--- src/rtl/sched_pkg.sv ---
package sched_pkg;

  typedef enum logic [1:0] {
    PH_IDLE  = 2'd0,
    PH_GRANT = 2'd1,
    PH_DATA  = 2'd2
  } phase_e;

  localparam logic [2:0] ST_NONE = 3'b111;

  // status code for a queue index {dir, pri}
  function automatic logic [2:0] st_code(input logic [1:0] qidx);
    return {1'b0, qidx};
  endfunction

  // fixed memory content model: hash of the word address
  function automatic logic [31:0] mem_word(input logic [31:0] a);
    return (a * 32'h9E3779B1) ^ 32'h5A5A0F0F;
  endfunction

  // a beat carries real data when its index does not exceed len-1
  function automatic logic beat_is_real(input logic [1:0] beat, input logic [1:0] len_m1);
    return beat <= len_m1;
  endfunction

endpackage

--- src/rtl/sched_fifo.sv ---
module sched_fifo #(
  parameter int DEPTH = 4,
  parameter int W     = 18
) (
  input  logic         clk,
  input  logic         rst_n,
  input  logic         push,
  input  logic         pop,
  input  logic [W-1:0] din,
  output logic [W-1:0] dout,
  output logic         empty
);
  localparam int PW = (DEPTH > 1) ? $clog2(DEPTH) : 1;
  localparam int CW = $clog2(DEPTH + 1);

  logic [W-1:0]  mem [DEPTH];
  logic [PW-1:0] wr_ptr, rd_ptr;
  logic [CW-1:0] count;
  logic          full, do_push, do_pop;

  function automatic logic [PW-1:0] next_ptr(input logic [PW-1:0] p);
    return (p == PW'(DEPTH - 1)) ? '0 : p + 1'b1;
  endfunction

  assign empty   = (count == '0);
  assign full    = (count == CW'(DEPTH));
  assign do_push = push && !full;
  assign do_pop  = pop && !empty;
  assign dout    = mem[rd_ptr];

  always_ff @(posedge clk) begin
    if (!rst_n) begin
      wr_ptr <= '0;
      rd_ptr <= '0;
      count  <= '0;
    end else begin
      if (do_push) begin
        mem[wr_ptr] <= din;
        wr_ptr      <= next_ptr(wr_ptr);
      end
      if (do_pop) rd_ptr <= next_ptr(rd_ptr);
      count <= count + CW'(do_push) - CW'(do_pop);
    end
  end

  a_r3_no_overflow: assert property (@(posedge clk) disable iff (!rst_n)
    count <= CW'(DEPTH));
  a_r3_full_discard: assert property (@(posedge clk) disable iff (!rst_n)
    (push && full && !pop) |=> (count == CW'(DEPTH)));
  a_r2_no_empty_pop: assert property (@(posedge clk) disable iff (!rst_n)
    pop |-> !empty);
endmodule

--- src/rtl/sched_head_timer.sv ---
module sched_head_timer #(
  parameter int LAT = 3
) (
  input  logic clk,
  input  logic rst_n,
  input  logic active,
  input  logic clear,
  output logic ready
);
  localparam int CW = $clog2(LAT + 1);
  logic [CW-1:0] cnt;

  always_ff @(posedge clk) begin
    if (!rst_n)                cnt <= '0;
    else if (!active || clear) cnt <= '0;
    else if (cnt < CW'(LAT))   cnt <= cnt + 1'b1;
  end

  assign ready = active && (cnt == CW'(LAT));

  // a head that has just appeared is never ready at once
  a_r5_not_early: assert property (@(posedge clk) disable iff (!rst_n)
    (active && !$past(active)) |-> !ready);
  a_r5_clear_restarts: assert property (@(posedge clk) disable iff (!rst_n)
    clear |=> !ready);
endmodule

--- src/rtl/sched_arbiter.sv ---
module sched_arbiter (
  input  logic       clk,
  input  logic       rst_n,
  input  logic [3:0] ready,
  output logic       valid,
  output logic [1:0] qsel
);
  // queue index = {dir, pri}; order: hi read(1), hi write(3), lo read(0), lo write(2)
  always_comb begin
    valid = 1'b1;
    if      (ready[1]) qsel = 2'd1;
    else if (ready[3]) qsel = 2'd3;
    else if (ready[0]) qsel = 2'd0;
    else if (ready[2]) qsel = 2'd2;
    else begin
      qsel  = 2'd0;
      valid = 1'b0;
    end
  end

  a_r6_hi_read_first: assert property (@(posedge clk) disable iff (!rst_n)
    ready[1] |-> (valid && qsel == 2'd1));
  a_r6_lo_write_last: assert property (@(posedge clk) disable iff (!rst_n)
    (valid && qsel == 2'd2) |-> (ready == 4'b0100));
endmodule

--- src/rtl/split_txn_sched.sv ---
module split_txn_sched #(
  parameter int DEPTH  = 4,
  parameter int RD_LAT = 3,
  parameter int AW     = 16,
  parameter int DW     = 32
) (
  input  logic            clk,
  input  logic            rst_n,
  input  logic            pipe_in,
  input  logic            req_write,
  input  logic            req_hi,
  input  logic [1:0]      req_len_m1,
  input  logic [AW-1:0]   req_addr,
  input  logic            irdy_in,
  input  logic [DW-1:0]   wr_data_in,
  output logic            gnt_out,
  output logic [2:0]      st_out,
  output logic            trdy_out,
  output logic [DW-1:0]   rd_data_out,
  output logic [DW/8-1:0] rd_be_out,
  output logic            mem_we_out,
  output logic [AW-1:0]   mem_waddr_out,
  output logic [DW-1:0]   mem_wdata_out
);
  import sched_pkg::*;

  localparam int NQ  = 4;
  localparam int EW  = AW + 2;
  localparam int BEW = DW / 8;

  logic [NQ-1:0] q_push, q_pop, q_empty, q_ready;
  logic [EW-1:0] q_dout [NQ];
  logic          pick_valid, launch, adv, real_beat, is_write;
  logic [1:0]    pick_q;

  phase_e        ph;
  logic [1:0]    sel_q, beat, cur_len;
  logic [AW-1:0] cur_addr;

  // ---------------- queues, one per {dir, pri} ----------------
  genvar g;
  generate
    for (g = 0; g < NQ; g++) begin : g_q
      assign q_push[g] = pipe_in && ({req_write, req_hi} == 2'(g));
      assign q_pop[g]  = launch && (pick_q == 2'(g));

      sched_fifo #(.DEPTH(DEPTH), .W(EW)) u_fifo (
        .clk(clk), .rst_n(rst_n), .push(q_push[g]), .pop(q_pop[g]),
        .din({req_addr, req_len_m1}), .dout(q_dout[g]), .empty(q_empty[g])
      );

      if (g >= 2) begin : g_wr
        assign q_ready[g] = !q_empty[g];
      end else begin : g_rd
        sched_head_timer #(.LAT(RD_LAT)) u_tmr (
          .clk(clk), .rst_n(rst_n), .active(!q_empty[g]),
          .clear(q_pop[g]), .ready(q_ready[g])
        );
      end
    end
  endgenerate

  sched_arbiter u_arb (
    .clk(clk), .rst_n(rst_n), .ready(q_ready), .valid(pick_valid), .qsel(pick_q)
  );

  // ---------------- phase engine ----------------
  assign launch    = (ph == PH_IDLE) && pick_valid;
  assign adv       = (ph == PH_DATA) && (!beat[1] || irdy_in);
  assign real_beat = beat_is_real(beat, cur_len);
  assign is_write  = sel_q[1];

  always_ff @(posedge clk) begin
    if (!rst_n) begin
      ph       <= PH_IDLE;
      sel_q    <= '0;
      beat     <= '0;
      cur_len  <= '0;
      cur_addr <= '0;
    end else begin
      unique case (ph)
        PH_IDLE: if (launch) begin
          ph       <= PH_GRANT;
          sel_q    <= pick_q;
          cur_addr <= q_dout[pick_q][EW-1:2];
          cur_len  <= q_dout[pick_q][1:0];
          beat     <= '0;
        end
        PH_GRANT: ph <= PH_DATA;
        PH_DATA: if (adv) begin
          if (beat == 2'd3) ph <= PH_IDLE;
          beat <= beat + 1'b1;
        end
        default: ph <= PH_IDLE;
      endcase
    end
  end

  // ---------------- memory write commit ----------------
  always_ff @(posedge clk) begin
    if (!rst_n) begin
      mem_we_out    <= 1'b0;
      mem_waddr_out <= '0;
      mem_wdata_out <= '0;
    end else begin
      mem_we_out <= adv && is_write && real_beat;
      if (adv && is_write && real_beat) begin
        mem_waddr_out <= cur_addr + AW'(beat);
        mem_wdata_out <= wr_data_in;
      end
    end
  end

  // ---------------- bus outputs ----------------
  logic rd_beat;
  assign rd_beat     = (ph == PH_DATA) && !is_write && real_beat;
  assign gnt_out     = (ph == PH_GRANT);
  assign st_out      = gnt_out ? st_code(sel_q) : ST_NONE;
  assign trdy_out    = (ph == PH_DATA);
  assign rd_be_out   = rd_beat ? {BEW{1'b1}} : '0;
  assign rd_data_out = rd_beat ? DW'(mem_word(32'(cur_addr + AW'(beat)))) : '0;

  a_r11_gnt_trdy_excl: assert property (@(posedge clk) disable iff (!rst_n)
    !(gnt_out && trdy_out));
  a_r7_phase_follows: assert property (@(posedge clk) disable iff (!rst_n)
    gnt_out |=> trdy_out);
  a_r2_idle_code: assert property (@(posedge clk) disable iff (!rst_n)
    !gnt_out |-> (st_out == 3'b111));
  a_r2_grant_code: assert property (@(posedge clk) disable iff (!rst_n)
    gnt_out |-> !st_out[2]);
  a_r8_hold_on_stall: assert property (@(posedge clk) disable iff (!rst_n)
    (trdy_out && beat[1] && !irdy_in) |=> (trdy_out && $stable(rd_data_out) && $stable(rd_be_out)));
  a_r9_be_all_or_none: assert property (@(posedge clk) disable iff (!rst_n)
    (rd_be_out == '0) || (rd_be_out == {BEW{1'b1}}));
  a_r10_commit_in_write: assert property (@(posedge clk) disable iff (!rst_n)
    mem_we_out |-> $past(trdy_out));
endmodule

--- config.mk ---
export PLATFORM = sky130hd
export DESIGN_NAME = split_txn_sched
export DESIGN_NICKNAME = d
export VERILOG_FILES = /design/src/rtl/sched_pkg.sv /design/src/rtl/sched_fifo.sv /design/src/rtl/sched_head_timer.sv /design/src/rtl/sched_arbiter.sv /design/src/rtl/split_txn_sched.sv
export SDC_FILE = /design/constraint.sdc
export NUM_CORES = 1
export LEC_CHECK = 0
export BUFFER_PORTS_ARGS = -buffer_cell sky130_fd_sc_hd__buf_2
export CAP_MARGIN = 10
export CELL_PAD_IN_SITES_DETAIL_PLACEMENT = 1
export CELL_PAD_IN_SITES_GLOBAL_PLACEMENT = 2
export CORE_AREA = 2 2 232 234
export CTS_CLUSTER_SIZE = 14
export DETAILED_ROUTE_END_ITERATION = 8
export DIE_AREA = 0 0 234 236
export PLACE_DENSITY_LB_ADDON = 0.1
export SLEW_MARGIN = 0
export SYNTH_ARGS = -nofsm -noshare
export SYNTH_HDL_FRONTEND = slang
export SYNTH_SLANG_ARGS = --single-unit
--- constraint.sdc ---
create_clock -name clk -period 12.2 [get_ports clk]
set_clock_uncertainty 0.05 [all_clocks]
set_input_delay 3.66 -clock clk [delete_from_list [all_inputs] [get_ports clk]]
set_output_delay 3.66 -clock clk [all_outputs]
set_load 0.05 [all_outputs]
==> flow_summary.toml <==
[synthesis]
synth_fa_ha_area_frac = 0.216
netlist_instances = 1713
yosysWarnings = 0
synth_mux_area_frac = 0.0788
syn_avg_cell_area_um2 = 13.1
netlist_area_mm2 = 0.0224
synth_top_family_by_area = "adder cells"
synth_compound_area_frac = 0.0693
synth_fp_nets = 2065
ys.flop_type = "sky130_fd_sc_hd__edfxtp_1"
yosys_register_bits = 401
synthArstFlopShare = 0
synth_xor_area_frac = 0.0203
number_of_synthesized_flops_with_an_enable_pin = 288
synth.distinct_cells = 68
yosys.area_share.simple = 0.0707
synth-seq-area-share = 0.488

[worst_setup_path]
critical_path.cell_chain = "ha_1, fa_1, and4_1, and3_1, xnor2_2, inv_1, ha_1, ha_1, xnor2_1, fa_1, fa_1, fa_1, inv_1, fa_1, inv_1, ha_1, nand2_1, or3_1, a2111oi_1, o21ai_0, a21oi_1, buf_2"
path_delay_family = "adder cells"
critical_path.max_fanout = 7
worst_ep_arrival_time_ps = 8080
timing_worst_setup_path_type = "reg -> out"
path_buf_inv = 4
biggest_cell_delay_along_the_critical_path_ps = 550
critical_path.startpoint_type = "flop"
cpMaxStageDelayCell = "sky130_fd_sc_hd__fa_1"
worst-endpoint-required_ps = 8490
crit_end_category = "primary output"
critical-path-top-cell-by-count = "sky130_fd_sc_hd__fa_1"

[min_path]
holdCritPathClass = "reg -> reg"

[placed_design]
gp_congestion = 0.901
place.port_buffers = 145
placed_area_mm2 = 0.0238
hpwlAfterDp_mm = 44.1

[finish]
fillers = 5511
area.sequential_mm2 = 0.0109
final_area_mm2 = 0.0252
multi_input_area_mm2 = 0.0102
finalNetCount = 2215
insertedDiodeCount = 0
drive_above_1_share = 0.169
syn_to_final_growth_pct = 12.7

[route]
post_route_antenna_net_violation_count = 0
route.detailed.vias_per_inst = 5.25
detail_route.drc_violations = 0
routed_wire_per_std_cell_um = 22.1
drt_first_pass_iters = 5
finalWirelength_mm = 57.3
drt_iter0_markers = 720
vias = 13619

[timing]
slew_at_the_pin_closest_to_its_max_slew_limit_ps = 1120
slew_headroom = 0.251
maxSlewViolCount = 0
post-route-period-util = 0.966
finalWorstPathRequiredPeriod_ps = 11790
report.final.setup_viol = 0
fmax_mhz = 84.8
timing.final.hold_violations = 0

[global_routing]
antenna_found_initial = 0
grt_max_degree = 61
grt-ovfl-total = 0
grt_pass1_vias = 14837
grt.total_usage = 0.214
wire_length_of_the_first_global_routing_pass_mm = 88.5

[cts]
tritoncts_clock_tree = "built"
clock_latency_at_the_later_pin_of_the_worst_skew_pair_ps = 570
numCtsBuffers = 43
postCtsSetupRepairBufs = 0
clock-root-buffer = "sky130_fd_sc_hd__clkbuf_16"
clkTransAtPathRegs_ps = 60
h-tree-depth = 2
cts.sink_count = 401
clock_tree.buffer_depth = 3
cts_hold_repair.buffers = 0

[floorplan]
fp.dieArea_mm2 = 0.0552
core.rowCount = 85
floorplan.die.width_um = 234
initial_utilization = 0.421
io_pins = 146
design.core.area_mm2 = 0.0531
die_y_um = 236

[flow_run]
max_cap_violations = 0

[status]
result_of_the_run = "complete, no violations"
-- placed cells by master (no fill, tap or decap), drive strengths merged, types with 18 or more instances in the layout --
cell    count
ha        145
fa        151
nor2      101
o21ai      18
and3       26
clkbuf     61
nand2     116
nor3       23
edfxtp    288
a21oi      71
inv       272
mux4       72
xnor2      34
buf       162
dfxtp     113
-- routing by layer --
metal | GRT usage | wire, um | vias up
li1 | - | - | 6302
met1 | 0.263 | 23300 | 7032
met2 | 0.389 | 30700 | 200
met3 | 0.0260 | 1460 | 85
met4 | 0.0687 | 1770 | 0
met5 | 0 | 0 | -
-- final cells by class --
cell class              count  share of cell area
flip-flops and latches    401               0.433
multi-input cells         987               0.405
clock buffers              61              0.0462
inverters                 268              0.0399
well taps                 696              0.0346
repair buffers            162              0.0339
clock inverters            18             0.00755
-- logic make-up after synthesis --
logic type               count (synthesis)
AO/OA/AOI/OAI                          214
XOR/XNOR                                51
adder cells (fa/ha/maj)                296
buffers and inverters                  325
flip-flops                             401
multiplexers                            86
AND/OR/NAND/NOR                        340
-- Yosys cell counts, drive strengths merged, types with 23 or more instances --
library cell / number / share of area
mux4: 72 / 0.073
ha: 145 / 0.081
nand2: 116 / 0.019
a21oi: 71 / 0.016
clkbuf: 35 / 0.0059
dfxtp: 113 / 0.10
inv: 268 / 0.045
nor2: 101 / 0.017
xnor2: 34 / 0.014
and3: 26 / 0.0073
nor3: 23 / 0.0059
edfxtp: 288 / 0.39
fa: 151 / 0.14
-- final timing paths --
kind	slack [ps]	end	cells after the start	start
min reg2reg	400	mem_wdata_out[9]	2	mem_wdata_out[9]
max reg2reg	8890	g_q[2].u_fifo.count[2]	11	g_q[0].u_fifo.count[0]
max	410	rd_data_out[25]	22	beat[0]
min	400	mem_wdata_out[9]	2	mem_wdata_out[9]
-- stage by stage --
| step | setup slack [ps] | cells | hold slack [ps] | utilization | TNS, ps |
|---|---|---|---|---|---|
| finish | 414 | 2593 | 401 | 0.475 | 0 |
| global route | -0.0568 | 2593 | 417 | 0.475 | -0.0568 |
| CTS | 172 | 2593 | 402 | 0.475 | 0 |
| detailed placement | 784 | 2514 | 393 | 0.449 | 0 |
| global placement | 801 | 2514 | 389 | 0.449 | 0 |
| floorplan | 856 | 1713 | 404 | - | 0 |
-- flip-flops by register name, indices dropped and copies added, names as in the netlist, named ones only --
register,count
g_q.u_fifo.mem,288
mem_wdata_out,32
g_q.u_fifo.rd_ptr,8
cur_addr,16
beat,2
mem_we_out,1
g_q.g_rd.u_tmr.cnt,4
g_q.u_fifo.count,12
cur_len,2
sel_q,2
g_q.u_fifo.wr_ptr,8
mem_waddr_out,16
ph,2
-- timing repair --
action                                 CTS  global route
resized for setup                        0             2
setup endpoints to repair                0             1
endpoints found under the hold margin    0             0
-- worst reg2reg max path: stages, from the launching register on --
cell and delay [ps]:
sky130_fd_sc_hd__dfxtp_1 370, sky130_fd_sc_hd__o31ai_4 650, sky130_fd_sc_hd__and2_1 560, sky130_fd_sc_hd__and3_1 320
sky130_fd_sc_hd__ha_1 250, sky130_fd_sc_hd__inv_1 60, sky130_fd_sc_hd__ha_1 130, sky130_fd_sc_hd__inv_1 50
sky130_fd_sc_hd__fa_1 370, sky130_fd_sc_hd__xor2_1 170, sky130_fd_sc_hd__xnor2_1 140, sky130_fd_sc_hd__nor2_1 50
Power is left out: the tool's default activity adds up to more than one toggle a clock period on the data nets, which glitch-free logic cannot reach.
